$ cat src/rtl/irq_seq_pkg.sv
package irq_seq_pkg;

    typedef enum logic [2:0] {
        ST_IDLE,
        ST_PUSH_PC,
        ST_PUSH_CCR,
        ST_SET_MASK,
        ST_FETCH_VEC,
        ST_LOAD_PC,
        ST_POP_CCR,
        ST_POP_PC
    } seq_state_e;

    localparam int WORD_BYTES = 2;

endpackage

$ cat src/rtl/irq_prio_arb.sv
module irq_prio_arb #(
    parameter int N_SRC = 8,
    parameter int IDW   = (N_SRC > 1) ? $clog2(N_SRC) : 1
) (
    input  logic [N_SRC-1:0] req_flags,
    input  logic [N_SRC-1:0] req_en,
    output logic             win_valid,
    output logic [IDW-1:0]   win_id
);

    logic [N_SRC-1:0] live;

    for (genvar g = 0; g < N_SRC; g++) begin : g_gate
        assign live[g] = req_flags[g] & req_en[g];
    end

    always_comb begin
        win_valid = |live;
        win_id    = '0;
        for (int i = N_SRC - 1; i >= 0; i--) begin
            if (live[i]) win_id = IDW'(i);
        end
    end

    // Checks that the winner is enabled and that no enabled lower index exists.
    always_comb begin
        if (win_valid) begin
            assert_grant_enabled_R1: assert (req_flags[win_id] && req_en[win_id]);
            for (int k = 0; k < N_SRC; k++) begin
                if (k < int'(win_id)) begin
                    assert_no_better_R2: assert (!(req_flags[k] && req_en[k]));
                end
            end
        end
    end

endmodule

$ cat src/rtl/irq_vec_gen.sv
module irq_vec_gen #(
    parameter int             AW       = 16,
    parameter int             IDW      = 3,
    parameter logic [AW-1:0]  VEC_BASE = 16'h0040
) (
    input  logic [IDW-1:0] src_id,
    output logic [AW-1:0]  vec_addr
);

    localparam int SHIFT = $clog2(irq_seq_pkg::WORD_BYTES);

    always_comb begin
        vec_addr = VEC_BASE + (AW'(src_id) << SHIFT);
    end

endmodule

$ cat src/rtl/irq_seq_fsm.sv
module irq_seq_fsm
    import irq_seq_pkg::*;
#(
    parameter int             AW        = 16,
    parameter int             CW        = 8,
    parameter int             IDW       = 3,
    parameter int             IBIT      = 7,
    parameter logic [AW-1:0]  STACK_TOP = 16'hFF00
) (
    input  logic            clk,
    input  logic            rst_n,
    input  logic            insn_done,
    input  logic            rte_cmd,
    input  logic            win_valid,
    input  logic [IDW-1:0]  win_id,
    input  logic [CW-1:0]   ccr_in,
    input  logic [AW-1:0]   pc_in,
    input  logic [AW-1:0]   vec_addr,
    input  logic [AW-1:0]   mem_rdata,
    output logic [IDW-1:0]  cur_id,
    output logic            busy,
    output logic            mem_req,
    output logic            mem_we,
    output logic [AW-1:0]   mem_addr,
    output logic [AW-1:0]   mem_wdata,
    output logic            pc_we,
    output logic [AW-1:0]   pc_wdata,
    output logic            ccr_we,
    output logic [CW-1:0]   ccr_wdata
);

    localparam logic [AW-1:0] STEP   = AW'(WORD_BYTES);
    localparam logic [CW-1:0] I_MASK = CW'(1) << IBIT;

    seq_state_e      state, state_nx;
    logic [AW-1:0]   sp;
    logic [AW-1:0]   saved_pc;
    logic [CW-1:0]   saved_ccr;
    logic [AW-1:0]   handler;
    logic            accept;
    logic            start_ret;

    assign start_ret = (state == ST_IDLE) && rte_cmd;
    assign accept    = (state == ST_IDLE) && insn_done && !rte_cmd &&
                       win_valid && !ccr_in[IBIT];

    always_comb begin
        state_nx = state;
        unique case (state)
            ST_IDLE: begin
                if (start_ret)   state_nx = ST_POP_CCR;
                else if (accept) state_nx = ST_PUSH_PC;
            end
            ST_PUSH_PC:   state_nx = ST_PUSH_CCR;
            ST_PUSH_CCR:  state_nx = ST_SET_MASK;
            ST_SET_MASK:  state_nx = ST_FETCH_VEC;
            ST_FETCH_VEC: state_nx = ST_LOAD_PC;
            ST_LOAD_PC:   state_nx = ST_IDLE;
            ST_POP_CCR:   state_nx = ST_POP_PC;
            ST_POP_PC:    state_nx = ST_IDLE;
            default:      state_nx = ST_IDLE;
        endcase
    end

    // State register.
    always_ff @(posedge clk or negedge rst_n) begin
        if (!rst_n) state <= ST_IDLE;
        else        state <= state_nx;
    end

    // Context and stack pointer registers.
    always_ff @(posedge clk or negedge rst_n) begin
        if (!rst_n) begin
            sp        <= STACK_TOP;
            saved_pc  <= '0;
            saved_ccr <= '0;
            cur_id    <= '0;
            handler   <= '0;
        end else begin
            unique case (state)
                ST_IDLE: begin
                    if (accept) begin
                        saved_pc  <= pc_in;
                        saved_ccr <= ccr_in;
                        cur_id    <= win_id;
                    end
                end
                ST_PUSH_PC, ST_PUSH_CCR: sp <= sp - STEP;
                ST_FETCH_VEC:            handler <= mem_rdata;
                ST_POP_CCR, ST_POP_PC:   sp <= sp + STEP;
                default: ;
            endcase
        end
    end

    // Output decode.
    always_comb begin
        busy      = 1'b1;
        mem_req   = 1'b0;
        mem_we    = 1'b0;
        mem_addr  = '0;
        mem_wdata = '0;
        pc_we     = 1'b0;
        pc_wdata  = '0;
        ccr_we    = 1'b0;
        ccr_wdata = '0;
        unique case (state)
            ST_IDLE: busy = 1'b0;
            ST_PUSH_PC: begin
                mem_req   = 1'b1;
                mem_we    = 1'b1;
                mem_addr  = sp - STEP;
                mem_wdata = saved_pc;
            end
            ST_PUSH_CCR: begin
                mem_req   = 1'b1;
                mem_we    = 1'b1;
                mem_addr  = sp - STEP;
                mem_wdata = {{(AW-CW){1'b0}}, saved_ccr};
            end
            ST_SET_MASK: begin
                ccr_we    = 1'b1;
                ccr_wdata = saved_ccr | I_MASK;
            end
            ST_FETCH_VEC: begin
                mem_req  = 1'b1;
                mem_addr = vec_addr;
            end
            ST_LOAD_PC: begin
                pc_we    = 1'b1;
                pc_wdata = handler;
            end
            ST_POP_CCR: begin
                mem_req   = 1'b1;
                mem_addr  = sp;
                ccr_we    = 1'b1;
                ccr_wdata = mem_rdata[CW-1:0];
            end
            ST_POP_PC: begin
                mem_req  = 1'b1;
                mem_addr = sp;
                pc_we    = 1'b1;
                pc_wdata = mem_rdata;
            end
            default: busy = 1'b0;
        endcase
    end

    assert_busy_origin_R4: assert property (@(posedge clk) disable iff (!rst_n)
        $rose(busy) |-> $past(insn_done || rte_cmd));

    assert_masked_hold_R3: assert property (@(posedge clk) disable iff (!rst_n)
        (!busy && insn_done && !rte_cmd && ccr_in[IBIT]) |=> !busy);

    assert_no_boundary_R4: assert property (@(posedge clk) disable iff (!rst_n)
        (!busy && !insn_done && !rte_cmd) |=> !busy);

    assert_ccr_below_pc_R11: assert property (@(posedge clk) disable iff (!rst_n)
        (state == ST_PUSH_CCR) |-> ($past(state) == ST_PUSH_PC &&
                                    mem_addr == $past(mem_addr) - STEP));

    assert_mask_after_push_R6: assert property (@(posedge clk) disable iff (!rst_n)
        ccr_we && !mem_req |-> ($past(state) == ST_PUSH_CCR && ccr_wdata[IBIT]));

    assert_vec_before_load_R7: assert property (@(posedge clk) disable iff (!rst_n)
        (pc_we && !mem_req) |-> ($past(mem_req) && !$past(mem_we) &&
                                 $past(mem_addr) == $past(vec_addr)));

    assert_pop_step_R9: assert property (@(posedge clk) disable iff (!rst_n)
        (state == ST_POP_PC) |-> ($past(state) == ST_POP_CCR &&
                                  mem_addr == $past(mem_addr) + STEP));

    assert_entry_ends_R8: assert property (@(posedge clk) disable iff (!rst_n)
        (pc_we && !mem_req) |=> !busy);

endmodule

$ cat src/rtl/irq_entry_ctrl.sv
module irq_entry_ctrl #(
    parameter int             N_SRC     = 8,
    parameter int             AW        = 16,
    parameter int             CW        = 8,
    parameter int             IBIT      = 7,
    parameter logic [AW-1:0]  VEC_BASE  = 16'h0040,
    parameter logic [AW-1:0]  STACK_TOP = 16'hFF00
) (
    input  logic              clk,
    input  logic              rst_n,
    input  logic [N_SRC-1:0]  req_flags,
    input  logic [N_SRC-1:0]  req_en,
    input  logic [CW-1:0]     ccr_in,
    input  logic [AW-1:0]     pc_in,
    input  logic              insn_done,
    input  logic              rte_cmd,
    input  logic [AW-1:0]     mem_rdata,
    output logic              busy,
    output logic              mem_req,
    output logic              mem_we,
    output logic [AW-1:0]     mem_addr,
    output logic [AW-1:0]     mem_wdata,
    output logic              pc_we,
    output logic [AW-1:0]     pc_wdata,
    output logic              ccr_we,
    output logic [CW-1:0]     ccr_wdata
);

    localparam int IDW = (N_SRC > 1) ? $clog2(N_SRC) : 1;

    logic           win_valid;
    logic [IDW-1:0] win_id;
    logic [IDW-1:0] cur_id;
    logic [AW-1:0]  vec_addr;

    irq_prio_arb #(.N_SRC(N_SRC), .IDW(IDW)) arb_i (
        .req_flags (req_flags),
        .req_en    (req_en),
        .win_valid (win_valid),
        .win_id    (win_id)
    );

    irq_vec_gen #(.AW(AW), .IDW(IDW), .VEC_BASE(VEC_BASE)) vec_i (
        .src_id   (cur_id),
        .vec_addr (vec_addr)
    );

    irq_seq_fsm #(
        .AW(AW), .CW(CW), .IDW(IDW), .IBIT(IBIT), .STACK_TOP(STACK_TOP)
    ) fsm_i (
        .clk       (clk),
        .rst_n     (rst_n),
        .insn_done (insn_done),
        .rte_cmd   (rte_cmd),
        .win_valid (win_valid),
        .win_id    (win_id),
        .ccr_in    (ccr_in),
        .pc_in     (pc_in),
        .vec_addr  (vec_addr),
        .mem_rdata (mem_rdata),
        .cur_id    (cur_id),
        .busy      (busy),
        .mem_req   (mem_req),
        .mem_we    (mem_we),
        .mem_addr  (mem_addr),
        .mem_wdata (mem_wdata),
        .pc_we     (pc_we),
        .pc_wdata  (pc_wdata),
        .ccr_we    (ccr_we),
        .ccr_wdata (ccr_wdata)
    );

endmodule

$ cat config.mk
export PLATFORM = sky130hd
export DESIGN_NAME = irq_entry_ctrl
export DESIGN_NICKNAME = d
export VERILOG_FILES = /design/src/rtl/irq_seq_pkg.sv /design/src/rtl/irq_prio_arb.sv /design/src/rtl/irq_vec_gen.sv /design/src/rtl/irq_seq_fsm.sv /design/src/rtl/irq_entry_ctrl.sv
export SDC_FILE = /design/constraint.sdc
export NUM_CORES = 1
export LEC_CHECK = 0
export BUFFER_PORTS_ARGS = -buffer_cell sky130_fd_sc_hd__buf_4
export CAP_MARGIN = 20
export CORE_MARGIN = 2
export CORE_UTILIZATION = 35
export CTS_BUF_LIST = sky130_fd_sc_hd__clkbuf_8
export CTS_CLUSTER_DIAMETER = 100
export CTS_CLUSTER_SIZE = 8
export DETAILED_ROUTE_END_ITERATION = 10
export SETUP_SLACK_MARGIN = 0.02
export SLEW_MARGIN = 20
export SYNTH_ARGS = -nofsm -noshare
export SYNTH_HDL_FRONTEND = slang
export SYNTH_SLANG_ARGS = --single-unit
$ cat constraint.sdc
create_clock -name clk -period 2.9 [get_ports clk]
set_clock_uncertainty 0.2 [all_clocks]
set_input_delay 0.29 -clock clk [delete_from_list [all_inputs] [get_ports clk]]
set_output_delay 0.29 -clock clk [all_outputs]
set_load 0.01 [all_outputs]
* Word level (Yosys, flattened, before mapping)
Index checks and enable logic that the tools add are counted.
** Cells by class
- Add/sub/neg operators :: 3
- Equal/unequal tests :: 8
- Muxes and demuxes :: 21
- Bitwise gates (word level) :: 8
- Reduce and logical (&&, ||, !) cells :: 16
** Operator list (number)
- 16-bit case mux with 2 select lines :: 3
- 16-bit case mux with 3 select lines :: 1
- 3-bit two-way mux :: 10
- 3-bit case mux with 7 select lines :: 1
- 16-bit by 2-bit adder with 16-bit output (second input constant) :: 1
- 8-bit case mux with 2 select lines :: 1
- 16-bit by 2-bit subtractor with 16-bit output (second input constant) :: 1
- 3-bit equality test (second input constant) :: 4
- 7-bit by 4-bit adder with 8-bit output (first input constant) :: 1
- 1-bit bitwise AND :: 8
- 2-bit OR reduction :: 4
- 8-bit OR reduction :: 1
- 3-bit by 2-bit equality test with 1-bit output (second input constant) :: 2
- 1-bit logical AND :: 5
- 1-bit two-way mux :: 5
- 5-bit OR reduction :: 1
- 3-bit by 1-bit equality test with 1-bit output (second input constant) :: 1
- 3-bit logical NOT :: 1
- 3-bit by 1-bit != test with 1-bit output (second input constant) :: 1
- 1-bit logical NOT :: 2
- 2-bit AND reduction :: 1
- 2-bit nonzero test :: 1
** Storage, ports and cells
- Bits in registers :: 62
- Logic and storage cells :: 62

* Logic depth before layout (Yosys ltp)
Gate-level depths: netlist of run 1.
- Depth in word-level cells :: 9
- Depth in mapped cells :: 8
- Gate-level depth less buffers :: 7

* Cells and area by module
Synthesis of run 1 repeated with hierarchy kept, for this count alone.
** Second synthesis, totals
- Cells, all modules :: 472
- Area total of the unflattened synthesis :: 4438.0 sq um
** By module, submodules not included
- irq_seq_fsm :: instances 1, cells each 435, area an instance 4185.3 sq um
- irq_vec_gen :: instances 1, cells each 18, area an instance 127.6 sq um
- irq_prio_arb :: instances 1, cells each 19, area an instance 125.1 sq um

* Worst setup path after synthesis of run 1
No wires, ideal clock.
- Path kind :: register to output
- Start point :: register fsm_i.sp[8]
- End point :: output port mem_addr[15]
- Arrival time :: 1.871 ns
- Data required time :: 2.410 ns
- Slack :: 0.539 ns
- Stages on the path, launching flop included :: 7
- Path buffers :: 1
- Path through :: dfstp_2 buf_6 or4_4 or4_4 nor3_2 o21ai_0 a22o_1
** On the way
- Cells in the longest elaborated chain, start to end :: 2
** RTL lines
- from (decl) :: RTL line irq_seq_fsm.sv:36 : logic [AW-1:0] sp;
- from (signal assigned) :: RTL line irq_seq_fsm.sv:88 : ST_PUSH_PC, ST_PUSH_CCR: sp <= sp - STEP;
- from (signal assigned) :: RTL line irq_seq_fsm.sv:90 : ST_POP_CCR, ST_POP_PC: sp <= sp + STEP;
- 16-bit by 2-bit subtractor with 16-bit output :: RTL line irq_seq_fsm.sv:112, irq_seq_fsm.sv:118
- 16-bit case mux with 3 select lines :: RTL line irq_seq_fsm.sv:107 : unique case (state)
- to (decl) :: RTL line irq_entry_ctrl.sv:21 : output logic [AW-1:0] mem_addr,
Every way passes these cells.

* Worst setup path in the final report of run 1
- Start point :: register fsm_i.sp[10]
- End point :: output port mem_addr[15]
Same word-level chain as after synthesis.

==> summary.txt, run 1 <==
Run status
  – Run status: complete, no violations

Detailed routing
  – Vias/cell: 5.07
  – DR WL/cell: 15.1 um
  – Pre-Repair DR Iteration Count: 4
  – Vias: 3411
  – DR iter-0 viols: 105
  – Drt drc: 0
  – Antenna Nets Post-Route: 0
  – Final WL: 10.2 mm

Die
  – Chip width: 108 um
  – FP Rows: 37
  – Starting Density: 36.2%
  – Die area: 0.0116 mm^2
  – Core area: 0.0104 mm^2
  – Die height: 108 um
  – Io pins: 121

Cells and area
  – N_diodes: 0
  – Commonest non-fill, non-tap cell in the layout: buf_4
  – Cell area after layout: 0.00536 mm^2
  – Most frequent cells in the layout: buf_4 (129), dfrtp_1 (53), nor2_1 (51)
  – Layout cells sized above 1: 39.1%
  – Nets: 595
  – Area Growth Syn to Fin: 42.9%
  – Finished Core Util: 51.7%

Timing
  – Final setup viols: 0
  – Tmin final: 2.83 ns
  – Fin crit share: 97.5%
  – Max-slew violations: 0
  – F_max: 0.354 GHz
  – Worst slew pin tran: 1.07 ns
  – Unrepaired setup endpoints after global routing: yes
  – Setup TNS: 0 ns
  – Hold Fails Final Rpt: 0
  – Slew margin rel.: 28.2%

Global routing
  – Vias in the first global route: 3438
  – Initial antenna violation count: 0
  – Largest net degree at the start of global routing: 62
  – Global Route Usage Sum: 18.5%
  – Global-route wire length before repair: 17.0 mm
  – Gr ovfl total: 0

Clock network
  – H-tree depth: 3
  – TritonCTS clock tree: yes
  – Clk buf depth: 2
  – Clock transition at path regs: 0.07 ns
  – Later-pin clock latency in the skew report: 0.33 ns
  – Clock root buffer: clkbuf_8
  – CTS Buf Count: 9
  – Clk sinks: 61

Synth
  – Ys Warns: 0
  – Cells after synthesis: 383
  – FF+latch count, synth: 61
  – Top cell type by total area after synthesis: dfrtp_1
  – Area fraction of the dominant cell type after synthesis: 35.4%
  – Synth async-reset ratio: 100%
  – Area contributors post-synth: dfrtp_1 (35%), mux2_2 (6.9%), mux2_4 (6.4%)
  – Mapped Area: 0.00375 mm^2
  – EDFF count, synth: 0
  – Register area share after synthesis: 41.0%
  – Ys flop type: dfrtp_1
  – Mean Syn Cell Area: 9.79 um^2
  – Syn_nets: 446
  – Post-synthesis cell type count: 50

Place
  – Post-placement cell area: 0.00475 mm^2
  – IO buf count: 119
  – Gpl congestion: 0.899
  – Hpwl dp: 7.02 mm

Hold path
  – Min-delay src: mem_rdata[2]
  – Worst min-delay path class: in -> reg
  – WHS Path Cells: 2

Worst setup path
  – Crit path from: fsm_i.sp[10]
  – Reg-to-Reg End: fsm_i.saved_ccr[3]
  – CP most frequent cell: or4_4
  – Largest stage delay, worst path: 0.54 ns
  – Critical Path Source Type: flop
  – Crit path required time: 2.41 ns
  – WP buf/inv: 1
  – WS Path Type: reg -> out
  – Worst reg-to-reg path cell count: 5
  – Crit-path cells: or4_4 -> or4_4 -> nor3_4 -> o21ai_1 -> a22o_1 -> buf_6
  – R2R Path Start: fsm_i.state[0]
  – WP depth: 6
  – Crit-path leading delay family: simple AND/OR/NAND/NOR gates
  – Worst path slowest cell: or4_4
  – CP endpoint: mem_addr[15]
  – R2R Setup Slk: 0.50 ns
  – Critical Path Fanout Max: 6
  – Critical Path Sink Type: output port
  – Critical path arrival: 2.34 ns

Power
  – Final Power: 5.55 mW
  – Pwr dens: 1040 mW/mm^2
  – P_leak: 2.51 nW
  – Maximum vdd ir drop: 0.430 mV

Flow run
  – Max_cap viols: 0
[area by class of cell]
| type | instances | area, um^2 |
|---|---|---|
| clock buffer | 10 | 138 |
| sequential | 61 | 1540 |
| timing repair buffer | 166 | 1340 |
| tap | 136 | 170 |
| multi-input combinational | 285 | 2070 |
| clock inverter | 6 | 68.8 |
| inverter | 9 | 33.8 |
| fill | 938 | 5010 |
[logic make-up (layout without fill, tap and decap cells)]
family	Yosys count	after routing	synth area share, %
xor+xnor	17	17	3.97
buf+inv	37	191	5.01
mux	56	56	17.9
simple gates	121	121	16.2
compound gates	87	87	14.9
fa+ha+maj	3	3	1.00
other cells	1	1	0.100
flops	61	61	41.0
[cells in the mapped netlist, types with 9 or more instances]
master and n:
a21oi_1 21, a22oi_1 22, and3_1 12, clkbuf_1 14, dfrtp_1 53, inv_1 9
mux2_2 23, mux2_4 16, mux2i_1 17, nand2_1 22, nor2_1 51, o21ai_0 20
xnor2_1 15
[where the power goes]
group          leakage [nW]  internal, mW  total [mW]  switching [mW]
Sequential            0.728          1.31        1.71           0.403
Clock                 0.103         0.426       0.792           0.366
Combinational          1.68          1.53        3.04            1.51
Total                  2.51          3.26        5.55            2.28
[metal layers]
layer  track usage [%]  vias up  part of all wire (%)
met4              4.49        0                   1.1
met2              30.5      115                    48
li1                  -     1658                     -
met1              23.8     1628                    43
met5                 0        -                     0
met3              5.69       10                   7.4
[sequential cells by signal, indices dropped and copies added, names as in the netlist]
signal and cells:
fsm_i.cur_id 3, fsm_i.handler 16, fsm_i.saved_ccr 8, fsm_i.saved_pc 16, fsm_i.sp 15, fsm_i.state 3
[worst register-to-register path: cells and delay by family (launching register included)]
family          cells  cell delay [ns]
flops               1             0.39
compound gates      1             0.37
buf+inv             1             0.18
mux                 1             0.42
simple gates        2             0.73
[worst min-delay path by stage]
stage | end | slack (ns)
2_1_floorplan | fsm_i.cur_id[0] | -0.21
6_report | fsm_i.handler[2] | 0.009
3_5_place_dp | fsm_i.sp[3] | 0.24
3_3_place_gp | fsm_i.sp[5] | 0.24
5_1_grt | fsm_i.handler[7] | 0.002
4_1_cts | fsm_i.handler[2] | 0.0007
[repair_timing]
item | in CTS | in global routing
cloned | 0 | 0
hold buffers | 36 | 0
gates resized for setup | 1 | 9
endpoints found under the hold margin | 88 | 0
setup endpoints to repair | 1 | 9
setup buffers | 0 | 0
[through the flow]
step | hold slack [ns] | cells | setup slack (ns)
2_1_floorplan | -0.206 | 383 | 0.539
3_3_place_gp | 0.240 | 621 | 0.420
3_5_place_dp | 0.238 | 621 | 0.413
4_1_cts | 0.000734 | 673 | 0.0399
5_1_grt | 0.00163 | 673 | -0.0210
6_report | 0.00868 | 673 | 0.0724
(Power assumes the default switching activity.)
==> run 2: changes to the inputs <==
Settings changed: BUFFER_PORTS_ARGS -buffer_cell sky130_fd_sc_hd__buf_4 to default, DONT_BUFFER_PORTS from default to 1, MAX_ROUTING_LAYER from default to met4.
==> run 2 against run 1 <==
Compared with the run above: hold slack improved by 0.018 ns; final cell count fell by 14%; sequential share of layout area rose by 4.2 points; register-to-register slack got worse by 0.05 ns; critical path type unchanged; largest power group unchanged.
==> summary.txt, run 2 (same netlist as run 1, synthesis figures left out) <==
Run status
  – Run status: complete, no violations (unchanged)

Cells and area
  – Most frequent cells in the layout: dfrtp_1 (53), nor2_1 (51), dlygate4sd3_1 (46) (was buf_4 (129), dfrtp_1 (53), nor2_1 (51))
  – Commonest non-fill, non-tap cell in the layout: dfrtp_1 (was buf_4)
  – Layout cells sized above 1: 23.1% (was 39.1%)
  – Non-Filler Instances: 578 (was 673)
  – Biggest regs: fsm_i.handler: 16 flops, fsm_i.saved_pc: 16 flops, fsm_i.sp: 15 flops (unchanged)
  – Finished Core Util: 45.0% (was 51.7%)
  – Area Growth Syn to Fin: 24.5% (was 42.9%)
  – Cell area after layout: 0.00467 mm^2 (was 0.00536 mm^2)
  – Nets: 500 (was 595)
  – N_diodes: 0 (unchanged)

Clock network
  – TritonCTS clock tree: yes (unchanged)
  – Clk buf depth: 2 (unchanged)
  – Clock transition at path regs: 0.08 ns (was 0.07 ns)
  – Clk sinks: 61 (unchanged)
  – Post-CTS Setup Repair Bufs: 0 (unchanged)
  – H-tree depth: 3 (unchanged)
  – Later-pin clock latency in the skew report: 0.34 ns (was 0.33 ns)
  – CTS Buf Count: 9 (unchanged)
  – Clock root buffer: clkbuf_8 (unchanged)

Timing
  – Fin crit share: 95.5% (was 97.5%)
  – F_max: 0.361 GHz (was 0.354 GHz)
  – Slew margin rel.: 28.8% (was 28.2%)
  – Final setup viols: 0 (unchanged)
  – Hold slack: 0.0264 ns (was 0.00868 ns)
  – Setup ws final: 0.131 ns (was 0.0724 ns)
  – Tmin final: 2.77 ns (was 2.83 ns)
  – Unrepaired setup endpoints after global routing: no (was yes)
  – Max-slew violations: 0 (unchanged)
  – Setup TNS: 0 ns (unchanged)
  – Worst slew pin tran: 1.06 ns (was 1.07 ns)
  – Hold Fails Final Rpt: 0 (unchanged)

Worst setup path
  – R2R Path Start: fsm_i.state[2] (was fsm_i.state[0])
  – Critical Path Source Type: flop (unchanged)
  – Critical Path Fanout Max: 6 (unchanged)
  – Critical Path Sink Type: output port (unchanged)
  – Crit path required time: 2.41 ns (about the same)
  – WS Path Type: reg -> out (unchanged)
  – Crit path from: fsm_i.sp[10] (unchanged)
  – Critical path arrival: 2.28 ns (was 2.34 ns)

Detailed routing
  – DR WL/cell: 17.2 um (was 15.1 um)
  – Antenna Nets Post-Route: 0 (unchanged)
  – Vias/cell: 5.31 (was 5.07)
  – Drt drc: 0 (unchanged)
  – DR iter-0 viols: 174 (was 105)
  – Pre-Repair DR Iteration Count: 5 (was 4)
  – Vias: 3070 (was 3411)
  – Final WL: 9.96 mm (was 10.2 mm)

Place
  – Pre-CTS setup slack: 0.380 ns (was 0.413 ns)
  – Placed instance count: 515 (was 621)
  – IO buf count: 0 (was 119)
  – Post-placement cell area: 0.00395 mm^2 (was 0.00475 mm^2)
  – Hpwl dp: 6.74 mm (was 7.02 mm)
  – Gpl congestion: 0.855 (was 0.899)

Power
  – P_leak: 2.03 nW (was 2.51 nW)
  – Psw: 2.24 mW (was 2.28 mW)
  – Pwr dens: 1110 mW/mm^2 (was 1040 mW/mm^2)
  – Maximum vdd ir drop: 0.500 mV (was 0.430 mV)
  – Sequential power share: 33.7% (was 30.8%)
  – Clock network power share: 14.9% (was 14.3%)
  – Comb pwr share: 51.4% (was 54.9%)
  – Sw frac: 43.3% (was 41.2%)
  – Final Power: 5.17 mW (was 5.55 mW)
  – Int Pwr: 2.93 mW (was 3.26 mW)

Global routing
  – M3 GR Usage: 4.60% (was 5.69%)
  – Vias in the first global route: 3132 (was 3438)
  – Gr ovfl total: 0 (unchanged)
  – Initial antenna violation count: 0 (unchanged)
  – Global Route Usage Sum: 18.4% (was 18.5%)
  – Largest net degree at the start of global routing: 62 (unchanged)
  – Global route hottest layer: met2 (unchanged)
  – Global-route wire length before repair: 16.2 mm (was 17.0 mm)
  – GR Layer Usage met1: 23.2% (was 23.8%)
  – GR met2 Demand/Resource: 30.2% (was 30.5%)

Hold path
  – Min-delay src: req_en[1] (was mem_rdata[2])
  – Worst min-delay path class: in -> reg (unchanged)

Die
  – Die area: 0.0116 mm^2 (unchanged)
  – Chip width: 108 um (unchanged)
  – Starting Density: 36.2% (unchanged)
  – FP Rows: 37 (unchanged)
  – Core area: 0.0104 mm^2 (unchanged)
  – Io pins: 121 (unchanged)
  – Die height: 108 um (unchanged)

Flow run
  – Max_cap viols: 0 (unchanged)
==> run 2: changes by cell type in the layout (fill, tap and decap cells not counted), sizes merged <==
cell | previous run | this run
buf | 130 | 25
dlygate4sd3 | 36 | 46
clkinv | 2 | 4
inv | 11 | 9
clkbuf | 10 | 9
clkinvlp | 1 | 2
==> run 2: power groups by stage <==
stage	sequential [mW]	clock, mW	combinational [mW]
2_1_floorplan	1.53	0	2.08
3_3_place_gp	1.72	0	2.49
3_5_place_dp	1.74	0	2.54
4_1_cts	1.73	0.795	2.63
5_1_grt	1.81	0.842	2.92
6_report	1.74	0.772	2.66
==> run 2: worst paths after layout <==
path	slack, ns	cells past startpoint	to
setup reg to reg	0.45	5	fsm_i.cur_id[2]
hold / removal	0.03	3	fsm_i.cur_id[1]
min in group asynchronous	0.33	2	fsm_i.sp[7]
setup / recovery	0.13	6	mem_addr[14]
max in group asynchronous	1.88	2	fsm_i.sp[9]
hold reg to reg	0.30	2	fsm_i.cur_id[0]
==> run 2: critical path, stage by stage (launching register included) <==
cell and delay [ns]:
dfstp_2 0.40, or4_4 0.55, or4_4 0.49, nor3_4 0.16
nor2_1 0.05, a31oi_1 0.14, buf_4 0.14
==> run 2: area by class of cell <==
cell class                      instances  area, um^2
Inverter                                9        37.5
Fill cell                            1003        5700
Tap cell                              136         170
Multi-Input combinational cell        285        2050
Clock buffer                            9         124
Timing Repair Buffer                   71         672
Clock inverter                          7        73.8
Sequential cell                        61        1540
==> run 2: routing by layer <==
layer	vias up	share of wire, %
met4	0	1.0
met2	102	49
met3	10	5.5
li1	1468	-
met1	1490	45
met5	-	0
==> run 2: timing repair <==
action,CTS,global route
hold endpoints to repair,104,0
hold buffers,47,0
resized for setup,0,8
endpoints found under the setup margin,0,15
==> run 3: changes to the inputs <==
Settings changed: PLACE_DENSITY_LB_ADDON from default to 0.2.
==> run 3 against run 2 <==
Compared with the run above: via count is 0.16% higher; flip-flop and latch count stayed put; routed wire length is 1.4% lower; final area is 0.99% higher; worst setup slack worse by 0.0056 ns; critical path type unchanged.
==> summary.txt, run 3 (same netlist as run 1, synthesis figures left out) <==
Power
  – P_leak: 2.05 nW (was 2.03 nW)
  – Comb pwr share: 50.0% (was 51.4%)
  – Psw: 2.24 mW (about the same)
  – Sw frac: 42.3% (was 43.3%)
  – Sequential power share: 33.0% (was 33.7%)
  – Int Pwr: 3.04 mW (was 2.93 mW)
  – Maximum vdd ir drop: 0.505 mV (was 0.500 mV)
  – Final Power: 5.28 mW (was 5.17 mW)
  – Pwr dens: 1120 mW/mm^2 (was 1110 mW/mm^2)
  – Clock network power share: 16.9% (was 14.9%)

Clock network
  – Clock root buffer: clkbuf_8 (unchanged)
  – Clk buf depth: 2 (unchanged)
  – Clock transition at path regs: 0.07 ns (was 0.08 ns)
  – Clk sinks: 61 (unchanged)
  – TritonCTS clock tree: yes (unchanged)
  – H-tree depth: 3 (unchanged)
  – CTS Buf Count: 9 (unchanged)
  – Later-pin clock latency in the skew report: 0.34 ns (about the same)

Global routing
  – Gr ovfl total: 0 (unchanged)
  – Global Route Usage Sum: 18.6% (was 18.4%)
  – Global-route wire length before repair: 16.4 mm (was 16.2 mm)
  – Initial antenna violation count: 0 (unchanged)
  – Largest net degree at the start of global routing: 62 (unchanged)
  – Vias in the first global route: 3158 (was 3132)

Cells and area
  – Layout cells sized above 1: 23.3% (was 23.1%)
  – Register Area: 0.00154 mm^2 (about the same)
  – # fillers: 1023 (was 1003)
  – Commonest non-fill, non-tap cell in the layout: dfrtp_1 (unchanged)
  – N_diodes: 0 (unchanged)
  – Multi-input logic area: 0.00207 mm^2 (was 0.00205 mm^2)
  – Nets: 500 (unchanged)
  – Finished Core Util: 45.5% (was 45.0%)
  – Biggest regs: fsm_i.handler: 16 flops, fsm_i.saved_pc: 16 flops, fsm_i.sp: 15 flops (unchanged)
  – Area Growth Syn to Fin: 25.7% (was 24.5%)
  – Most frequent cells in the layout: dfrtp_1 (52), nor2_1 (51), dlygate4sd3_1 (46) (was dfrtp_1 (53), nor2_1 (51), dlygate4sd3_1 (46))

Timing
  – Hold slack: 0.0251 ns (was 0.0264 ns)
  – Max-slew violations: 0 (unchanged)
  – Setup TNS: 0 ns (unchanged)
  – Tmin final: 2.77 ns (about the same)
  – Slew margin rel.: 29.9% (was 28.8%)
  – Unrepaired setup endpoints after global routing: yes (was no)
  – Setup ws final: 0.126 ns (was 0.131 ns)
  – F_max: 0.360 GHz (was 0.361 GHz)
  – Hold Fails Final Rpt: 0 (unchanged)
  – Fin crit share: 95.7% (was 95.5%)
  – Final setup viols: 0 (unchanged)
  – Worst slew pin tran: 1.05 ns (was 1.06 ns)

Worst setup path
  – R2R Setup Slk: 0.52 ns (was 0.45 ns)
  – R2R Path Start: fsm_i.state[1] (was fsm_i.state[2])
  – CP most frequent cell: or4_4 (unchanged)
  – Reg-to-Reg End: fsm_i.cur_id[2] (unchanged)
  – Largest stage delay, worst path: 0.54 ns (was 0.55 ns)
  – WP buf/inv: 1 (unchanged)
  – Worst reg-to-reg path cell count: 5 (unchanged)
  – Crit-path leading delay family: simple AND/OR/NAND/NOR gates (unchanged)
  – Critical Path Sink Type: output port (unchanged)
  – Critical Path Source Type: flop (unchanged)
  – WS Path Type: reg -> out (unchanged)
  – Critical Path Fanout Max: 6 (unchanged)
  – Crit path required time: 2.41 ns (about the same)
  – Critical path arrival: 2.28 ns (about the same)
  – Crit-path cells: or4_4 -> or4_4 -> nor3_4 -> nor2_1 -> a31oi_1 -> buf_4 (unchanged)
  – Crit path from: fsm_i.sp[10] (unchanged)
  – Worst path slowest cell: or4_4 (unchanged)

Detailed routing
  – Antenna Nets Post-Route: 0 (unchanged)
  – Pre-Repair DR Iteration Count: 4 (was 5)
  – Final WL: 9.81 mm (was 9.96 mm)
  – Vias/cell: 5.32 (was 5.31)
  – Vias: 3075 (was 3070)
  – Drt drc: 0 (unchanged)
  – DR iter-0 viols: 197 (was 174)
  – DR WL/cell: 17.0 um (was 17.2 um)

Die
  – Die height: 108 um (unchanged)
  – Starting Density: 36.2% (unchanged)
  – FP Rows: 37 (unchanged)
  – Die area: 0.0116 mm^2 (unchanged)
  – Io pins: 121 (unchanged)
  – Core area: 0.0104 mm^2 (unchanged)
  – Chip width: 108 um (unchanged)

Hold path
  – Min-delay src: rte_cmd (was req_en[1])
  – WHS Path Cells: 3 (unchanged)
  – Worst Hold Path EP: fsm_i.state[1] (was fsm_i.cur_id[1])
  – Worst min-delay path class: in -> reg (unchanged)

Place
  – IO buf count: 0 (unchanged)
  – Hpwl dp: 6.57 mm (was 6.74 mm)
  – Pre-CTS setup slack: 0.476 ns (was 0.380 ns)
  – Gpl congestion: 0.852 (was 0.855)

Run status
  – Run status: complete, no violations (unchanged)

Flow run
  – Max_cap viols: 0 (unchanged)
## run 3: power by group through the flow
| stage | combinational, mW | clock (mW) | sequential, mW |
|---|---|---|---|
| finish | 2.64 | 0.894 | 1.74 |
| global route | 2.93 | 0.963 | 1.82 |
| CTS | 2.62 | 0.922 | 1.73 |
| detailed placement | 2.54 | 0 | 1.74 |
| global placement | 2.50 | 0 | 1.73 |
| floorplan | 2.08 | 0 | 1.53 |
## run 3: worst register-to-register path, stage by stage, from the launching register on
cell and delay, ns:
dfrtp_1 0.49, or3_4 0.46, nor4b_4 0.29, dlygate4sd3_1 0.67
a21oi_1 0.09, a21oi_1 0.12
## run 3: worst max-delay path by stage
stage               depth (start not counted)                end  slack [ns]
floorplan                                   6       mem_addr[15]        0.54
global placement                            7        mem_addr[9]        0.48
detailed placement                          4  fsm_i.saved_pc[7]        0.48
CTS                                         8        mem_addr[9]        0.09
global route                                6       mem_addr[14]       -0.01
finish                                      6       mem_addr[14]        0.13
## run 3: layout make-up
class	instances	area share, %
multi-input combinational	285	43.8
sequential	61	32.6
timing repair buffer	71	14.3
tap	136	3.61
clock buffer	10	2.92
clock inverter	6	1.99
inverter	9	0.796
## run 3: through the flow
stage | instances | cell area, um^2
6_report | 578 | 4710
3_3_place_gp | 515 | 3950
2_1_floorplan | 383 | 3750
3_5_place_dp | 515 | 3950
4_1_cts | 578 | 4670
5_1_grt | 578 | 4710
## run 3: timing repair
item | CTS | global route
resized for setup | 0 | 8
hold buffers | 47 | 0
endpoints found under the setup margin | 0 | 7
endpoints found under the hold margin | 104 | 0
buffers inserted | 0 | 0
## run 3: routing by layer
metal / part of all wire, % / GRT usage (%) / wire [um] / up-vias
li1: - / - / - / 1471
met4: 1.2 / 5.31 / 121 / 0
met5: 0 / - / 0 / -
met2: 48 / 29.5 / 4730 / 108
met3: 5.6 / 4.42 / 552 / 11
met1: 45 / 23.8 / 4410 / 1485
